--- config.mk ---
export PLATFORM = sky130hd
export DESIGN_NAME = i2c_write_queue
export DESIGN_NICKNAME = d
export VERILOG_FILES = /design/src/rtl/i2cwq_pkg.sv /design/src/rtl/i2cwq_cmdbuf.sv /design/src/rtl/i2cwq_fifo.sv /design/src/rtl/i2cwq_master.sv /design/src/rtl/i2c_write_queue.sv
export SDC_FILE = /design/constraint.sdc
export NUM_CORES = 1
export LEC_CHECK = 0
export BUFFER_PORTS_ARGS = -buffer_cell sky130_fd_sc_hd__clkbuf_2
export CAP_MARGIN = 0
export CORE_MARGIN = 2
export CORE_UTILIZATION = 63
export DETAILED_ROUTE_END_ITERATION = 12
export GPL_TIMING_DRIVEN = 0
export PLACE_DENSITY_LB_ADDON = 0.2
export SLEW_MARGIN = 10
export SYNTH_ARGS = -nofsm -noshare
export SYNTH_HDL_FRONTEND = slang
export SYNTH_HIERARCHICAL = 1
export SYNTH_SLANG_ARGS = --single-unit
--- constraint.sdc ---
create_clock -name clk -period 6.5 [get_ports clk]
set_clock_uncertainty 0.15 [all_clocks]
set_input_delay 0.65 -clock clk [delete_from_list [all_inputs] [get_ports clk]]
set_output_delay 0.65 -clock clk [all_outputs]
set_load 0.1 [all_outputs]
--- src/rtl/i2cwq_pkg.sv ---
package i2cwq_pkg;
  typedef enum logic [1:0] {
    RSP_OK     = 2'd0,
    RSP_FULL   = 2'd1,
    RSP_BADLEN = 2'd2
  } rsp_e;

  typedef enum logic [2:0] {
    M_IDLE,
    M_FETCH,
    M_START,
    M_BIT,
    M_ACK,
    M_STOP
  } mstate_e;
endpackage

--- src/rtl/i2cwq_cmdbuf.sv ---
module i2cwq_cmdbuf #(
  parameter int MAX_PAY = 10,
  parameter int IDX_W   = 5,
  localparam int NBYTES = 4 + MAX_PAY,
  localparam int AW     = $clog2(NBYTES)
) (
  input  logic                    clk,
  input  logic                    rst,
  input  logic                    wr_en,
  input  logic [IDX_W-1:0]        wr_idx,
  input  logic [7:0]              wr_data,
  output logic [6:0]              tgt_addr,
  output logic [7:0]              pay_len,
  output logic [7:0]              reg_off,
  output logic [MAX_PAY-1:0][7:0] payload
);
  logic [7:0] bytes_q [NBYTES];
  logic       unused_bits;

  always_ff @(posedge clk) begin
    if (rst) begin
      for (int i = 0; i < NBYTES; i++) bytes_q[i] <= '0;
    end else if (wr_en && (wr_idx < IDX_W'(NBYTES))) begin
      bytes_q[wr_idx[AW-1:0]] <= wr_data;
    end
  end

  assign tgt_addr    = bytes_q[0][6:0];
  assign pay_len     = bytes_q[1];
  assign reg_off     = bytes_q[3];
  assign unused_bits = ^{bytes_q[0][7], bytes_q[2]};

  for (genvar g = 0; g < MAX_PAY; g++) begin : g_pay
    assign payload[g] = bytes_q[4+g];
  end
endmodule

--- src/rtl/i2cwq_fifo.sv ---
module i2cwq_fifo #(
  parameter int W     = 8,
  parameter int DEPTH = 4,
  localparam int CW   = $clog2(DEPTH + 1),
  localparam int PW   = (DEPTH > 1) ? $clog2(DEPTH) : 1
) (
  input  logic          clk,
  input  logic          rst,
  input  logic          push,
  input  logic [W-1:0]  din,
  input  logic          pop,
  output logic [W-1:0]  dout,
  output logic [CW-1:0] count
);
  logic [W-1:0]  ram [DEPTH];
  logic [PW-1:0] wp, rp;
  logic          do_push, do_pop;

  assign do_push = push && (count != CW'(DEPTH));
  assign do_pop  = pop && (count != '0);

  always_ff @(posedge clk) begin
    if (do_push) ram[wp] <= din;
    if (do_pop)  dout    <= ram[rp];
  end

  always_ff @(posedge clk) begin
    if (rst) begin
      wp    <= '0;
      rp    <= '0;
      count <= '0;
    end else begin
      if (do_push) wp <= (wp == PW'(DEPTH-1)) ? '0 : wp + PW'(1);
      if (do_pop)  rp <= (rp == PW'(DEPTH-1)) ? '0 : rp + PW'(1);
      case ({do_push, do_pop})
        2'b10:   count <= count + CW'(1);
        2'b01:   count <= count - CW'(1);
        default: count <= count;
      endcase
    end
  end
endmodule

--- src/rtl/i2cwq_master.sv ---
module i2cwq_master
  import i2cwq_pkg::*;
#(
  parameter int MAX_PAY  = 10,
  parameter int QTR_CYC  = 4,
  localparam int LEN_W   = $clog2(MAX_PAY + 1),
  localparam int ENTRY_W = 7 + LEN_W + 8 + 8*MAX_PAY,
  localparam int QW      = (QTR_CYC > 1) ? $clog2(QTR_CYC) : 1,
  localparam int BW      = $clog2(MAX_PAY + 2)
) (
  input  logic               clk,
  input  logic               rst,
  input  logic               q_avail,
  input  logic [ENTRY_W-1:0] q_data,
  output logic               q_pop,
  input  logic               sda_i,
  output logic               scl_o,
  output logic               sda_oe,
  output logic               nack_evt
);
  mstate_e                 state;
  logic [1:0]              phase;
  logic [QW-1:0]           qcnt;
  logic [2:0]              bit_cnt;
  logic [BW-1:0]           byte_idx;
  logic [7:0]              sh;
  logic                    ack_bad;
  logic [6:0]              w_addr;
  logic [LEN_W-1:0]        w_len;
  logic [7:0]              w_off;
  logic [MAX_PAY-1:0][7:0] w_pay;

  logic          tick, step_done, scl_c, oe_c;
  logic [BW-1:0] last_idx, nidx, pidx;
  logic [7:0]    nxt_byte;

  assign tick      = (qcnt == QW'(QTR_CYC-1));
  assign step_done = tick && (phase == 2'd3);
  assign last_idx  = BW'(w_len) + BW'(1);
  assign nidx      = byte_idx + BW'(1);
  assign pidx      = nidx - BW'(2);
  assign q_pop     = (state == M_IDLE) && q_avail;

  always_comb begin
    nxt_byte = w_off;
    if (nidx != BW'(1)) begin
      for (int i = 0; i < MAX_PAY; i++)
        if (pidx == BW'(i)) nxt_byte = w_pay[i];
    end
  end

  always_comb begin
    scl_c = 1'b1;
    oe_c  = 1'b0;
    case (state)
      M_START: begin scl_c = (phase != 2'd3); oe_c = (phase != 2'd0); end
      M_BIT:   begin scl_c = phase[1];        oe_c = ~sh[7];          end
      M_ACK:   begin scl_c = phase[1];        oe_c = 1'b0;            end
      M_STOP:  begin scl_c = phase[1];        oe_c = (phase != 2'd3); end
      default: begin scl_c = 1'b1;            oe_c = 1'b0;            end
    endcase
  end

  always_ff @(posedge clk) begin
    if (rst) begin
      state    <= M_IDLE;
      phase    <= '0;
      qcnt     <= '0;
      bit_cnt  <= '0;
      byte_idx <= '0;
      sh       <= '0;
      ack_bad  <= 1'b0;
      w_addr   <= '0;
      w_len    <= '0;
      w_off    <= '0;
      w_pay    <= '0;
      scl_o    <= 1'b1;
      sda_oe   <= 1'b0;
      nack_evt <= 1'b0;
    end else begin
      scl_o    <= scl_c;
      sda_oe   <= oe_c;
      nack_evt <= 1'b0;
      case (state)
        M_IDLE: if (q_avail) state <= M_FETCH;
        M_FETCH: begin
          w_addr <= q_data[ENTRY_W-1 -: 7];
          w_len  <= q_data[ENTRY_W-8 -: LEN_W];
          w_off  <= q_data[8*MAX_PAY +: 8];
          w_pay  <= q_data[8*MAX_PAY-1:0];
          phase  <= '0;
          qcnt   <= '0;
          state  <= M_START;
        end
        default: begin
          if (tick) begin
            qcnt  <= '0;
            phase <= phase + 2'd1;
          end else begin
            qcnt <= qcnt + QW'(1);
          end
          if ((state == M_ACK) && tick && (phase == 2'd2)) ack_bad <= sda_i;
          if (step_done) begin
            case (state)
              M_START: begin
                sh       <= {w_addr, 1'b0};
                byte_idx <= '0;
                bit_cnt  <= '0;
                state    <= M_BIT;
              end
              M_BIT: begin
                sh <= {sh[6:0], 1'b0};
                if (bit_cnt == 3'd7) begin
                  bit_cnt <= '0;
                  state   <= M_ACK;
                end else begin
                  bit_cnt <= bit_cnt + 3'd1;
                end
              end
              M_ACK: begin
                if (ack_bad) begin
                  nack_evt <= 1'b1;
                  state    <= M_STOP;
                end else if (byte_idx == last_idx) begin
                  state <= M_STOP;
                end else begin
                  byte_idx <= nidx;
                  sh       <= nxt_byte;
                  state    <= M_BIT;
                end
              end
              default: state <= M_IDLE;
            endcase
          end
        end
      endcase
    end
  end
endmodule

--- src/rtl/i2c_write_queue.sv ---
module i2c_write_queue
  import i2cwq_pkg::*;
#(
  parameter int MAX_PAY = 10,
  parameter int Q_DEPTH = 4,
  parameter int QTR_CYC = 4,
  parameter int IDX_W   = 5,
  localparam int LEN_W   = $clog2(MAX_PAY + 1),
  localparam int ENTRY_W = 7 + LEN_W + 8 + 8*MAX_PAY,
  localparam int CW      = $clog2(Q_DEPTH + 1)
) (
  input  logic             clk,
  input  logic             rst,
  input  logic             cmd_wr_en,
  input  logic [IDX_W-1:0] cmd_wr_idx,
  input  logic [7:0]       cmd_wr_data,
  input  logic             cmd_submit,
  output logic             rsp_valid,
  output logic [1:0]       rsp_code,
  output logic             scl_o,
  output logic             sda_oe,
  input  logic             sda_i,
  input  logic             nack_clr,
  input  logic             nack_irq_en,
  output logic             nack_flag,
  output logic             irq
);
  logic [6:0]              tgt_addr;
  logic [7:0]              pay_len;
  logic [7:0]              reg_off;
  logic [MAX_PAY-1:0][7:0] payload;
  logic [ENTRY_W-1:0]      entry, q_data;
  logic [CW-1:0]           q_count;
  logic                    len_ok, q_full, push, q_pop, nack_evt;

  i2cwq_cmdbuf #(.MAX_PAY(MAX_PAY), .IDX_W(IDX_W)) u_buf (
    .clk(clk), .rst(rst), .wr_en(cmd_wr_en), .wr_idx(cmd_wr_idx),
    .wr_data(cmd_wr_data), .tgt_addr(tgt_addr), .pay_len(pay_len),
    .reg_off(reg_off), .payload(payload)
  );

  assign len_ok = (pay_len <= 8'(MAX_PAY));
  assign q_full = (q_count == CW'(Q_DEPTH));
  assign push   = cmd_submit && len_ok && !q_full;
  assign entry  = {tgt_addr, pay_len[LEN_W-1:0], reg_off, payload};

  i2cwq_fifo #(.W(ENTRY_W), .DEPTH(Q_DEPTH)) u_q (
    .clk(clk), .rst(rst), .push(push), .din(entry),
    .pop(q_pop), .dout(q_data), .count(q_count)
  );

  i2cwq_master #(.MAX_PAY(MAX_PAY), .QTR_CYC(QTR_CYC)) u_bus (
    .clk(clk), .rst(rst), .q_avail(q_count != '0), .q_data(q_data),
    .q_pop(q_pop), .sda_i(sda_i), .scl_o(scl_o), .sda_oe(sda_oe),
    .nack_evt(nack_evt)
  );

  always_ff @(posedge clk) begin
    if (rst) begin
      rsp_valid <= 1'b0;
      rsp_code  <= RSP_OK;
      nack_flag <= 1'b0;
      irq       <= 1'b0;
    end else begin
      rsp_valid <= cmd_submit;
      if (cmd_submit) begin
        if (!len_ok)     rsp_code <= RSP_BADLEN;
        else if (q_full) rsp_code <= RSP_FULL;
        else             rsp_code <= RSP_OK;
      end
      if (nack_evt)      nack_flag <= 1'b1;
      else if (nack_clr) nack_flag <= 1'b0;
      irq <= nack_flag & nack_irq_en;
    end
  end
endmodule

# [Word-level counts from Yosys, hierarchy flattened]
# Memory sizes are Yosys's and may differ from the RTL's. A register that Yosys moved wholly into a read port is not among the register bits.
# Index checks and enable logic that the tools add are counted.
[classes] addsub=10 n_lt_le_gt_ge=2 n_eq_ne=31 mux=50 bitwise_logic=6 reduce_logical=31
[op_table] operator="$mux W8" n=14
[op_table] operator="$pmux W8 S3" n=1
[op_table] operator="$mux W3" n=6
[op_table] operator="$pmux W3 S2" n=3
[op_table] operator="$eq A4 B3 Y1 const B" n=4
[op_table] operator="$eq A2 B2 Y1 const B" n=6
[op_table] operator="$eq A3 B3 Y1 const B" n=4
[op_table] operator="$mux W1" n=12
[op_table] operator="$mux W4" n=3
[op_table] operator="$reduce_bool A2 Y1" n=6
[op_table] operator="$mux W2" n=5
[op_table] operator="$reduce_and A5 Y1" n=2
[op_table] operator="$logic_and A1 B1 Y1" n=9
[op_table] operator="$pmux W3 S3" n=1
[op_table] operator="$reduce_bool A3 Y1" n=3
[op_table] operator="$add A2 B1 Y2 const B" n=4
[op_table] operator="$add A4 B1 Y4 const B" n=2
[op_table] operator="$eq A4 B2 Y1 const B" n=2
[op_table] operator="$eq A4 B4 Y1 const B" n=2
[op_table] operator="$le A8 B4 Y1 const B" n=1
[op_table] operator="$ne A4 B1 Y1 const B" n=2
[op_table] operator="$pmux W2 S2" n=2
[op_table] operator="$pmux W4 S2" n=1
[op_table] operator="$reduce_or A8 Y1" n=1
[op_table] operator="24 further kinds" n=34
[totals] ff_bits=137 ramBits=508 in_bits=20 out_inout_bits=7 wordCells=162 n_memories=2
[memory_table] memory="u_q.ram" words=4 word_bits=99 rd=1 rd_ports_with_merged_regs=1 wr=1 line_no="i2cwq_fifo.sv:15" text="logic [W-1:0] ram [DEPTH];"
[memory_table] memory="u_buf.bytes_q" words=14 word_bits=8 rd=13 rd_ports_with_merged_regs=0 wr=14 line_no="i2cwq_cmdbuf.sv:17" text="logic [7:0] bytes_q [NBYTES];"

# [Longest topological paths before layout]
# Gate-level depths: netlist (run 1).
[logic_depth] depth_word=17 depth_mapped=13 depth_no_buf=11

# [Cells and area by module]
# Netlist (run 1), hierarchy kept.
[by_module_without_submodules] module="i2cwq_fifo" n_inst=1 cells_each=665 area_each_um2=17713.2
[by_module_without_submodules] module="i2cwq_master" n_inst=1 cells_each=815 area_each_um2=6097.1
[by_module_without_submodules] module="i2cwq_cmdbuf" n_inst=1 cells_each=292 area_each_um2=4241.6
[by_module_without_submodules] module="i2c_write_queue" n_inst=1 cells_each=24 area_each_um2=203.9

# [Least setup slack after synthesis (run 1)]
# OpenSTA, ideal clock, no wires.
[synth_path] kind="reg-to-reg" start="register u_bus.state[0]" end="register u_q.count[2]" t_arrival_ns=4.420 path_slack_ns=1.860 path_stages_with_launch=12 n_path_buf=2 period_less_slack_ns=4.640 path_cell_list="dfxtp_1 buf_2 buf_1 nor3_1 o31ai_2 inv_1 ha_1 inv_1 fa_1 xor2_1 or3_1 a21oi_1"
[synth_between] elab_chain_len=5 word_cells_on_any_way=7 classes_between="2 x eq/ne; 1 x mux; 4 x reduce/logical"
[synth_lines] item="start, declared" line_no="i2cwq_master.sv:21" text="mstate_e state;"
[synth_lines] item="start signal, assigned" line_no="i2cwq_master.sv:66" text="state <= M_IDLE;"
[synth_lines] item="start signal, assigned" line_no="i2cwq_master.sv:85" text="M_IDLE: if (q_avail) state <= M_FETCH;"
[synth_lines] item="start signal, assigned" line_no="i2cwq_master.sv:93" text="state <= M_START;"
[synth_lines] item="$logic_not A3 Y1 *" line_no="i2cwq_master.sv:42" text="assign q_pop = (state == M_IDLE) && q_avail;"
[synth_lines] item="$logic_and A1 B1 Y1 *" line_no="i2cwq_master.sv:42"
[synth_lines] item="net q_pop" line_no="i2c_write_queue.sv:34" text="logic len_ok, q_full, push, q_pop, nack_evt;"
[synth_lines] item="$logic_and A1 B1 Y1 *" line_no="i2cwq_fifo.sv:20" text="assign do_pop = pop && (count != '0);"
[synth_lines] item="net u_q.do_pop" line_no="i2cwq_fifo.sv:17" text="logic do_push, do_pop;"
[synth_lines] item="$eq A2 B1 Y1 or $eq A2 B2 Y1 (tied branches)" line_no="i2cwq_fifo.sv:35" text="case ({do_push, do_pop})"
[synth_lines] item="$pmux W3 S2 or $reduce_bool A2 Y1 (tied branches)"
[synth_lines] item="end signal, assigned" line_no="i2cwq_fifo.sv:36" text="2'b10: count <= count + CW'(1);"
[synth_lines] item="end signal, assigned" line_no="i2cwq_fifo.sv:37" text="2'b01: count <= count - CW'(1);"
[synth_lines] item="end signal, assigned" line_no="i2cwq_fifo.sv:38" text="default: count <= count;"
[synth_lines] item="end, declared" line_no="i2cwq_fifo.sv:13" text="output logic [CW-1:0] count"
# Mark *: on every way through the listed nets, which the timed path passes. The rest lies on a longest branch.
# A chain may end at the register's enable or synchronous reset.

# [Final worst setup path (run 1)]
[layout_path] start="register u_bus.byte_idx[1]" end="register u_bus.sh[0]"
[layout_between] elab_chain_len=17 word_cells_on_any_way=30 classes_between="2 x add/sub; 12 x eq/ne; 14 x mux; 2 x reduce/logical"
[layout_lines] item="start, declared" line_no="i2cwq_master.sv:25" text="logic [BW-1:0] byte_idx;"
[layout_lines] item="start signal, assigned" line_no="i2cwq_master.sv:127" text="byte_idx <= nidx;"
[layout_lines] item="$add A4 B1 Y4" line_no="i2cwq_master.sv:40" text="assign nidx = byte_idx + BW'(1);"
[layout_lines] item="$sub A4 B2 Y4" line_no="i2cwq_master.sv:41" text="assign pidx = nidx - BW'(2);"
[layout_lines] item="$logic_not A4 Y1" line_no="i2cwq_master.sv:48" text="if (pidx == BW'(i)) nxt_byte = w_pay[i];"
[layout_lines] item="$mux W8 (10 in series)" line_no="i2cwq_master.sv:48"
[layout_lines] item="$mux W8" line_no="i2cwq_master.sv:46" text="if (nidx != BW'(1)) begin"
[layout_lines] item="$mux W8" line_no="i2cwq_master.sv:124" text="end else if (byte_idx == last_idx) begin"
[layout_lines] item="$mux W8" line_no="i2cwq_master.sv:121" text="if (ack_bad) begin"
[layout_lines] item="$pmux W8 S3" line_no="i2cwq_master.sv:104" text="case (state)"
[layout_lines] item="end signal, assigned" line_no="i2cwq_master.sv:106" text="sh <= {w_addr, 1'b0};"
[layout_lines] item="end signal, assigned" line_no="i2cwq_master.sv:112" text="sh <= {sh[6:0], 1'b0};"
[layout_lines] item="end signal, assigned" line_no="i2cwq_master.sv:128" text="sh <= nxt_byte;"
[layout_lines] item="end, declared" line_no="i2cwq_master.sv:26" text="logic [7:0] sh;"
# Several ways; a longest one is shown, not always the timed one. The select of a mux whose other input is x is not followed.

==> results of run 1 <==
## registers in the layout, summed over array words and instances (netlist names), 3 cells and up
register / flops
u_bus/w_off: 8
u_bus/byte_idx: 4
u_bus/state: 3
u_bus/sh: 8
u_bus/w_addr: 7
u_bus/w_len: 4
u_q/ram: 396
u_bus/bit_cnt: 3
u_q/count: 3
u_buf/bytes_q: 103
u_bus/w_pay: 80
u_q/dout: 99
## worst max path at each step
stage	from	slack [ns]	end
6_report	u_bus/byte_idx[1]	1.75	u_bus/sh[0]
2_1_floorplan	u_bus/state[0]	1.86	u_q/count[2]
3_3_place_gp	u_buf/bytes_q[1][7]	-0.09	u_q/ram[3][44]
5_1_grt	u_bus/byte_idx[1]	1.51	u_bus/sh[0]
4_1_cts	u_bus/byte_idx[1]	1.89	u_bus/sh[0]
3_5_place_dp	u_bus/byte_idx[1]	1.91	u_bus/sh[0]
## worst reg2reg max path, stage by stage, from the launching register on
cell	delay, ns
dfxtp_1	0.48
ha_1	0.41
clkbuf_1	0.44
clkbuf_1	0.51
xnor2_1	0.13
ha_1	0.45
clkbuf_1	0.46
o21ai_0	0.32
nor2_1	0.38
a221oi_1	0.15
a2111oi_0	0.59
o21ai_1	0.13
## cell type report
class	count	area, um2	area share
Clock buffer	99	2000	0.0631
Inverter	34	133	0.00419
Buffer	117	624	0.0197
Tap cell	592	741	0.0234
Sequential cell	735	20700	0.654
Timing Repair Buffer	38	400	0.0127
Multi-Input combinational cell	910	6830	0.216
Clock inverter	31	215	0.00680
Antenna cell	3	7.51	0.000237
## through the flow
| step | TNS (ns) | power [mW] | instance area [um2] |
|---|---|---|---|
| after floorplan | 0 | 5.36 | 28300 |
| after global placement | -17.37 | 5.44 | 29100 |
| after detailed placement | 0 | 5.45 | 29400 |
| after CTS | 0 | 9.34 | 31600 |
| after global routing | 0 | 9.53 | 31600 |
| final | 0 | 9.30 | 31600 |
## cell usage after synthesis (7+ instances only)
master    count
nand2b_1     14
ha_1         18
or3b_2       12
buf_6        21
nor2b_1       7
mux4_2       99
dfxtp_1     137
nand3_1      19
nand3b_1     24
inv_1        33
a22oi_1       8
o21ai_0      47
a21oi_1     149
o22ai_1      11
buf_2        19
edfxtp_1    598
o31ai_1       7
nor3_1      100
nand2_1     235
nor3_2       19
nor2_1       33
o211ai_1      7
clkbuf_1     70
## kinds of logic after synthesis
group                      Yosys count  synth area share
and+or+nand+nor                    494            0.0865
AOI/OAI and AO/OA                  280            0.0588
adders and majority gates           19           0.00868
xor gates and xnor gates            12           0.00571
DFF                                735             0.733
buffers and inverters              151            0.0266
muxes                              105            0.0811
## power by group
part | switching [mW] | leakage, nW | internal, mW
registers | 0.0480 | 6.54 | 5.13
logic | 0.139 | 2.13 | 0.0424
clock network | 1.70 | 1.08 | 2.24
total | 1.89 | 9.74 | 7.41
## metal layers
metal / vias up / GRT usage / part of all wire
met5: - / 0 / 0
met4: 0 / 0.0984 / 0.029
met3: 146 / 0.0545 / 0.090
met2: 883 / 0.478 / 0.48
met1: 8268 / 0.420 / 0.40
li1: 7070 / - / -
==> flow_summary_export.csv, run 1 <==
group,metric,value,unit
floorplanning,initial_utilization,0.639,
floorplanning,dieArea,46600,um2
cells_and_area,stdcell_count,2559,
synth,synth-edff-count,598,
clock_network,ctsResizeCount,0,
detailed_routing,drt_iter0_drc,2015,
synth,synthCells,1796,
synth,netlist.area_leader.share,0.636,
setup_path,r2r_cells,11,
setup_path,startpoint_type,"flop",
sta,whs,0.118,ns
place,place_congestion,0.916,
synth,ys_top_cells_by_area,"edfxtp_1, dfxtp_1, mux4_2",
hold_path,hold_path.class,"in2reg",
sta,worst_pin_slew,1.10,ns
setup_path,max_stage_delay,0.59,ns
cells_and_area,final_cell_mix,"edfxtp_1, nand2_1, a21oi_1",
detailed_routing,vias,16400,
clock_network,cts_root_buf,"clkbuf_16",
synth,syn_area,28300,um2
hold_path,min_to,"irq",
global_routing,grt_pass1_wl,101000,um
setup_path,criticalPathCategory,"reg2reg",
clock_network,cts_tree,"built",
hold_path,worstHoldPathCells,3,
setup_path,regToRegSetupSlack,1.75,ns
sta,rsz0062_at_grt,"false",
synth,ys_ff_latch,735,
place,dp_slack,1.91,ns
setup_path,endpoint_kind,"flop",
floorplanning,dieHeight,216,um
status,status,"finished clean",
setup_path,worst_ep_required_time,6.82,ns
global_routing,grtUsageTotal,0.298,
global_routing,overflow,0,
floorplanning,die_w,216,um
setup_path,slowest_stage,"a2111oi_0",
place,port_buffers,26,
hold_path,hp-start,"nack_irq_en",
sta,max_clock_freq,210,MHz
synth,yosys_warnings,6,
detailed_routing,vias_per_cell,6.40,
floorplanning,core,44200,um2
synth,ys_types,77,
detailed_routing,routed_wl,67900,um
setup_path,cp_cell_sequence,"ha_1, clkbuf_1, clkbuf_1, xnor2_1, ha_1, clkbuf_1, o21ai_0, nor2_1, a221oi_1, a2111oi_0, o21ai_1",
cells_and_area,drive_gt1_frac,0.171,
synth,avgSynthCellArea,15.7,um2
global_routing,grt_start_max_net_pins,57,
setup_path,arrival,5.07,ns
sta,slew_violations,0,
synth,yosys.area.top_type,"edfxtp_1",
sta,slew_headroom,0.256,
clock_network,clk_pin_slew,0.06,ns
setup_path,crit_top_cell,"clkbuf_1",
place,dp_hpwl,43800,um
clock_network,cts_buffers,72,
sta,hold_violations,0,
detailed_routing,drt_first_pass_iters,5,
sta,period_share,0.731,
floorplanning,pin_count,27,
cells_and_area,fin_util,0.716,
setup_path,r2r_end,"u_bus/sh[0]",
synth,syn-num-nets,1835,
floorplanning,std_cell_rows,77,
synth,yosysSeqAreaShare,0.733,
synth,synth_flop_cell,"edfxtp_1",
setup_path,crit_buf_inv,3,
cells_and_area,area_growth,12.0,%
setup_path,rr_startpoint,"u_bus/byte_idx[1]",
cells_and_area,layout_commonest_cell,"edfxtp_1",
place,dp_cells,2426,
setup_path,critPathTopFamily,"buffers and inverters",
global_routing,grt_pass1_vias,16200,
clock_network,cts.sinks,735,
clock_network,post_cts_buffers,0,
global_routing,antenna_found_initial,0,
power,p_leak,9.74,nW
cells_and_area,fill_cells,2762,
setup_path,worst-path-stages,11,
detailed_routing,detail-route-antenna-nets,0,
power,peakVddDrop,0.000253,V
clock_network,hold_buffers,0,
sta,period_needed,4.75,ns
synth,ys_async_sr_fraction,0,
sta,setup_viol_count_final,0,
cells_and_area,nNetsFinal,1947,
clock_network,insertion_delay,0.61,ns
flow_run,max-cap-violations,0,
detailed_routing,drc,0,
clock_network,htree_levels,3,
setup_path,path_max_fanout,10,
clock_network,clk_path_buf_depth,3,
power,powerDensity,294,nW/um2
sta,setup_ws,1.75,ns
detailed_routing,wire_per_inst,26.5,um
Power figures use the tool's default switching activity.
==> inputs of run 2 (changes only) <==
ABC_AREA = 1   (was default)
CORE_UTILIZATION = 57   (was 63)
clock period = 4.2 ns   (was 6.5 ns; I/O delays follow)
==> run 2 against run 1 <==
Non-clock buffer count increased by 15; synthesized cell count increased by 29%; first-iteration DRC count decreased by 4.3%; via count increased by 11%; register-to-register slack got worse by 1.2 ns; clock-buffer cell count increased by 5; hold slack got worse by 0.067 ns; critical path depth increased by 9; sequential power increased by 63%; utilization decreased by 5.6 points; wire length increased by 2.8%; critical path type unchanged; largest power group unchanged.
==> flow_summary_export.csv, run 2 <==
group,metric,value,unit
power,peakVddDrop,0.000403,V
global_routing,grtUsageTotal,0.275,
detailed_routing,routed_wl,69800,um
sta,worst_pin_slew,1.36,ns
synth,synth.most_common_cell,"edfxtp_1",
synth,ys_top_cells_by_area,"edfxtp_1, dfxtp_1, o21ai_0",
cells_and_area,reg_top3,"u_q/ram x396, u_buf/bytes_q x103, u_q/dout x99",
detailed_routing,wire_per_inst,22.1,um
place,dp_hpwl,45000,um
power,p_leak,11.4,nW
global_routing,grt_pass1_vias,17500,
synth,ys_async_sr_fraction,0,
sta,slew_headroom,0.0927,
synth,avgSynthCellArea,12.3,um2
floorplanning,std_cell_rows,81,
synth,syn_area,28400,um2
setup_path,path_max_fanout,10,
global_routing,overflow,0,
cells_and_area,nNetsFinal,2478,
synth,yosys.area.top_type,"edfxtp_1",
synth,netlist.area_leader.share,0.633,
cells_and_area,drive_gt1_frac,0.120,
sta,max_clock_freq,274,MHz
setup_path,startpoint_type,"flop",
floorplanning,dieHeight,227,um
global_routing,antenna_found_initial,0,
global_routing,grt_start_max_net_pins,37,
cells_and_area,diodes,0,
synth,synthTopCellsByCount,"edfxtp_1, nor2_1, o21ai_0",
clock_network,cts.sinks,735,
sta,period_share,0.868,
clock_network,cts_root_buf,"clkbuf_16",
sta,rsz0062_at_grt,"false",
sta,setup_viol_count_final,0,
setup_path,endpoint_kind,"flop",
synth,ys_ff_latch,735,
floorplanning,initial_utilization,0.579,
place,dp_slack,0.692,ns
cells_and_area,final_cell_mix,"edfxtp_1, nor2_1, o21ai_0",
floorplanning,die_w,227,um
power,powerDensity,509,nW/um2
floorplanning,core,49100,um2
synth,yosys_warnings,6,
detailed_routing,drt_first_pass_iters,6,
clock_network,ctsResizeCount,0,
cells_and_area,fill_cells,3574,
setup_path,criticalPathCategory,"reg2reg",
place,place_congestion,0.898,
floorplanning,pin_count,27,
hold_path,hold_path.class,"in2reg",
clock_network,htree_levels,3,
cells_and_area,multi_input_area,6460,um2
detailed_routing,drt_iter0_drc,1928,
sta,setup_ws,0.556,ns
detailed_routing,detail-route-antenna-nets,0,
cells_and_area,regMostFlops,"u_q/ram",
cells_and_area,largest_reg_flops,396,
setup_path,arrival,3.98,ns
setup_path,worst_ep_required_time,4.53,ns
cells_and_area,regArea,20700,um2
detailed_routing,drc,0,
floorplanning,dieArea,51600,um2
place,port_buffers,26,
global_routing,grt_pass1_wl,104000,um
synth,syn-num-nets,2352,
sta,whs,0.0514,ns
sta,hold_violations,0,
clock_network,cts_tree,"built",
clock_network,hold_buffers,4,
sta,period_needed,3.64,ns
clock_network,clk_path_buf_depth,3,
synth,ys_types,40,
detailed_routing,vias,18200,
status,status,"finished clean",
detailed_routing,vias_per_cell,5.76,
clock_network,post_cts_buffers,0,
cells_and_area,area_growth,14.0,%
synth,synth-edff-count,598,
synth,synthCells,2313,
clock_network,insertion_delay,0.61,ns
synth,synth_flop_cell,"edfxtp_1",
synth,yosysSeqAreaShare,0.729,
sta,slew_violations,0,
cells_and_area,layout_commonest_cell,"edfxtp_1",
flow_run,max-cap-violations,0,
clock_network,cts_buffers,75,
clock_network,clk_pin_slew,0.06,ns
[run 2: cell count changes in the layout (fill, tap and decap cells not counted), moves of 74 or more]
cell,delta
o22ai_1,+90
mux4_2,-99
o21ai_0,+324
inv_1,+124
a21oi_1,-85
nor2_1,+374
nor3_1,-99
nand2_1,-74
[run 2: worst paths after layout]
kind              cells after the start         startpoint                   to  slack, ns
setup reg to reg                     20  u_bus/byte_idx[0]          u_bus/sh[5]       0.56
setup / recovery                     20  u_bus/byte_idx[0]          u_bus/sh[5]       0.56
hold reg to reg                       2    u_bus/w_pay[61]      u_bus/w_pay[61]       0.30
hold / removal                        3     cmd_wr_data[7]  u_buf/bytes_q[1][7]       0.05
[run 2: critical path: stages, from the launching register on]
cell,delay [ns]
dfxtp_1,0.49
ha_1,0.25
xor2_1,0.19
inv_1,0.09
ha_1,0.41
buf_2,0.26
nand3_2,0.25
inv_1,0.25
nand2_1,0.09
nand3_1,0.11
nand3_1,0.08
nand2_1,0.15
nand2_1,0.09
nand3_1,0.10
nand2_1,0.09
nand2_1,0.07
nand2_1,0.06
nand2_1,0.06
nand2_1,0.14
nand2_1,0.11
a21oi_1,0.06
[run 2: final cells by class]
| type | instances | area share |
|---|---|---|
| Inverter | 166 | 0.0195 |
| Clock buffer | 104 | 0.0646 |
| Tap cell | 664 | 0.0257 |
| Buffer | 121 | 0.0198 |
| Sequential cell | 735 | 0.640 |
| Clock inverter | 34 | 0.0126 |
| Multi-Input combinational cell | 1291 | 0.200 |
| Timing Repair Buffer | 49 | 0.0184 |
[run 2: routing by layer]
layer / track usage / vias up / routed length [um]
li1: - / 8403 / -
met1: 0.377 / 8892 / 28600
met2: 0.438 / 780 / 32900
met3: 0.0470 / 135 / 5590
met4: 0.123 / 0 / 2710
met5: 0 / - / 0
[run 2: per-stage QoR]
step	cell area (um2)	TNS, ns	cells	total power, mW	util
finish	32400	0	3164	16.5	0.660
global route	32400	0	3164	17.0	0.660
CTS	32400	0	3164	16.5	0.660
detailed placement	29800	0	3022	9.86	0.608
global placement	29400	-2124.62	3003	9.82	0.598
floorplan	28400	-632.68	2313	9.35	-
[run 2: cell families (layout without fill, tap and decap cells)]
| kind of cell | after synthesis | count (layout) | synth area share |
|---|---|---|---|
| flops | 735 | 735 | 0.729 |
| compound gates | 551 | 551 | 0.104 |
| xor+xnor | 7 | 7 | 0.00216 |
| simple gates | 714 | 714 | 0.112 |
| fa+ha+maj | 19 | 19 | 0.00864 |
| buf+inv | 287 | 474 | 0.0444 |
[run 2: power by group]
part / leakage, nW / internal (mW) / switching (mW)
Combinational: 3.68 / 0.332 / 0.949
Sequential: 6.55 / 8.25 / 0.212
Clock: 1.21 / 4.05 / 2.69
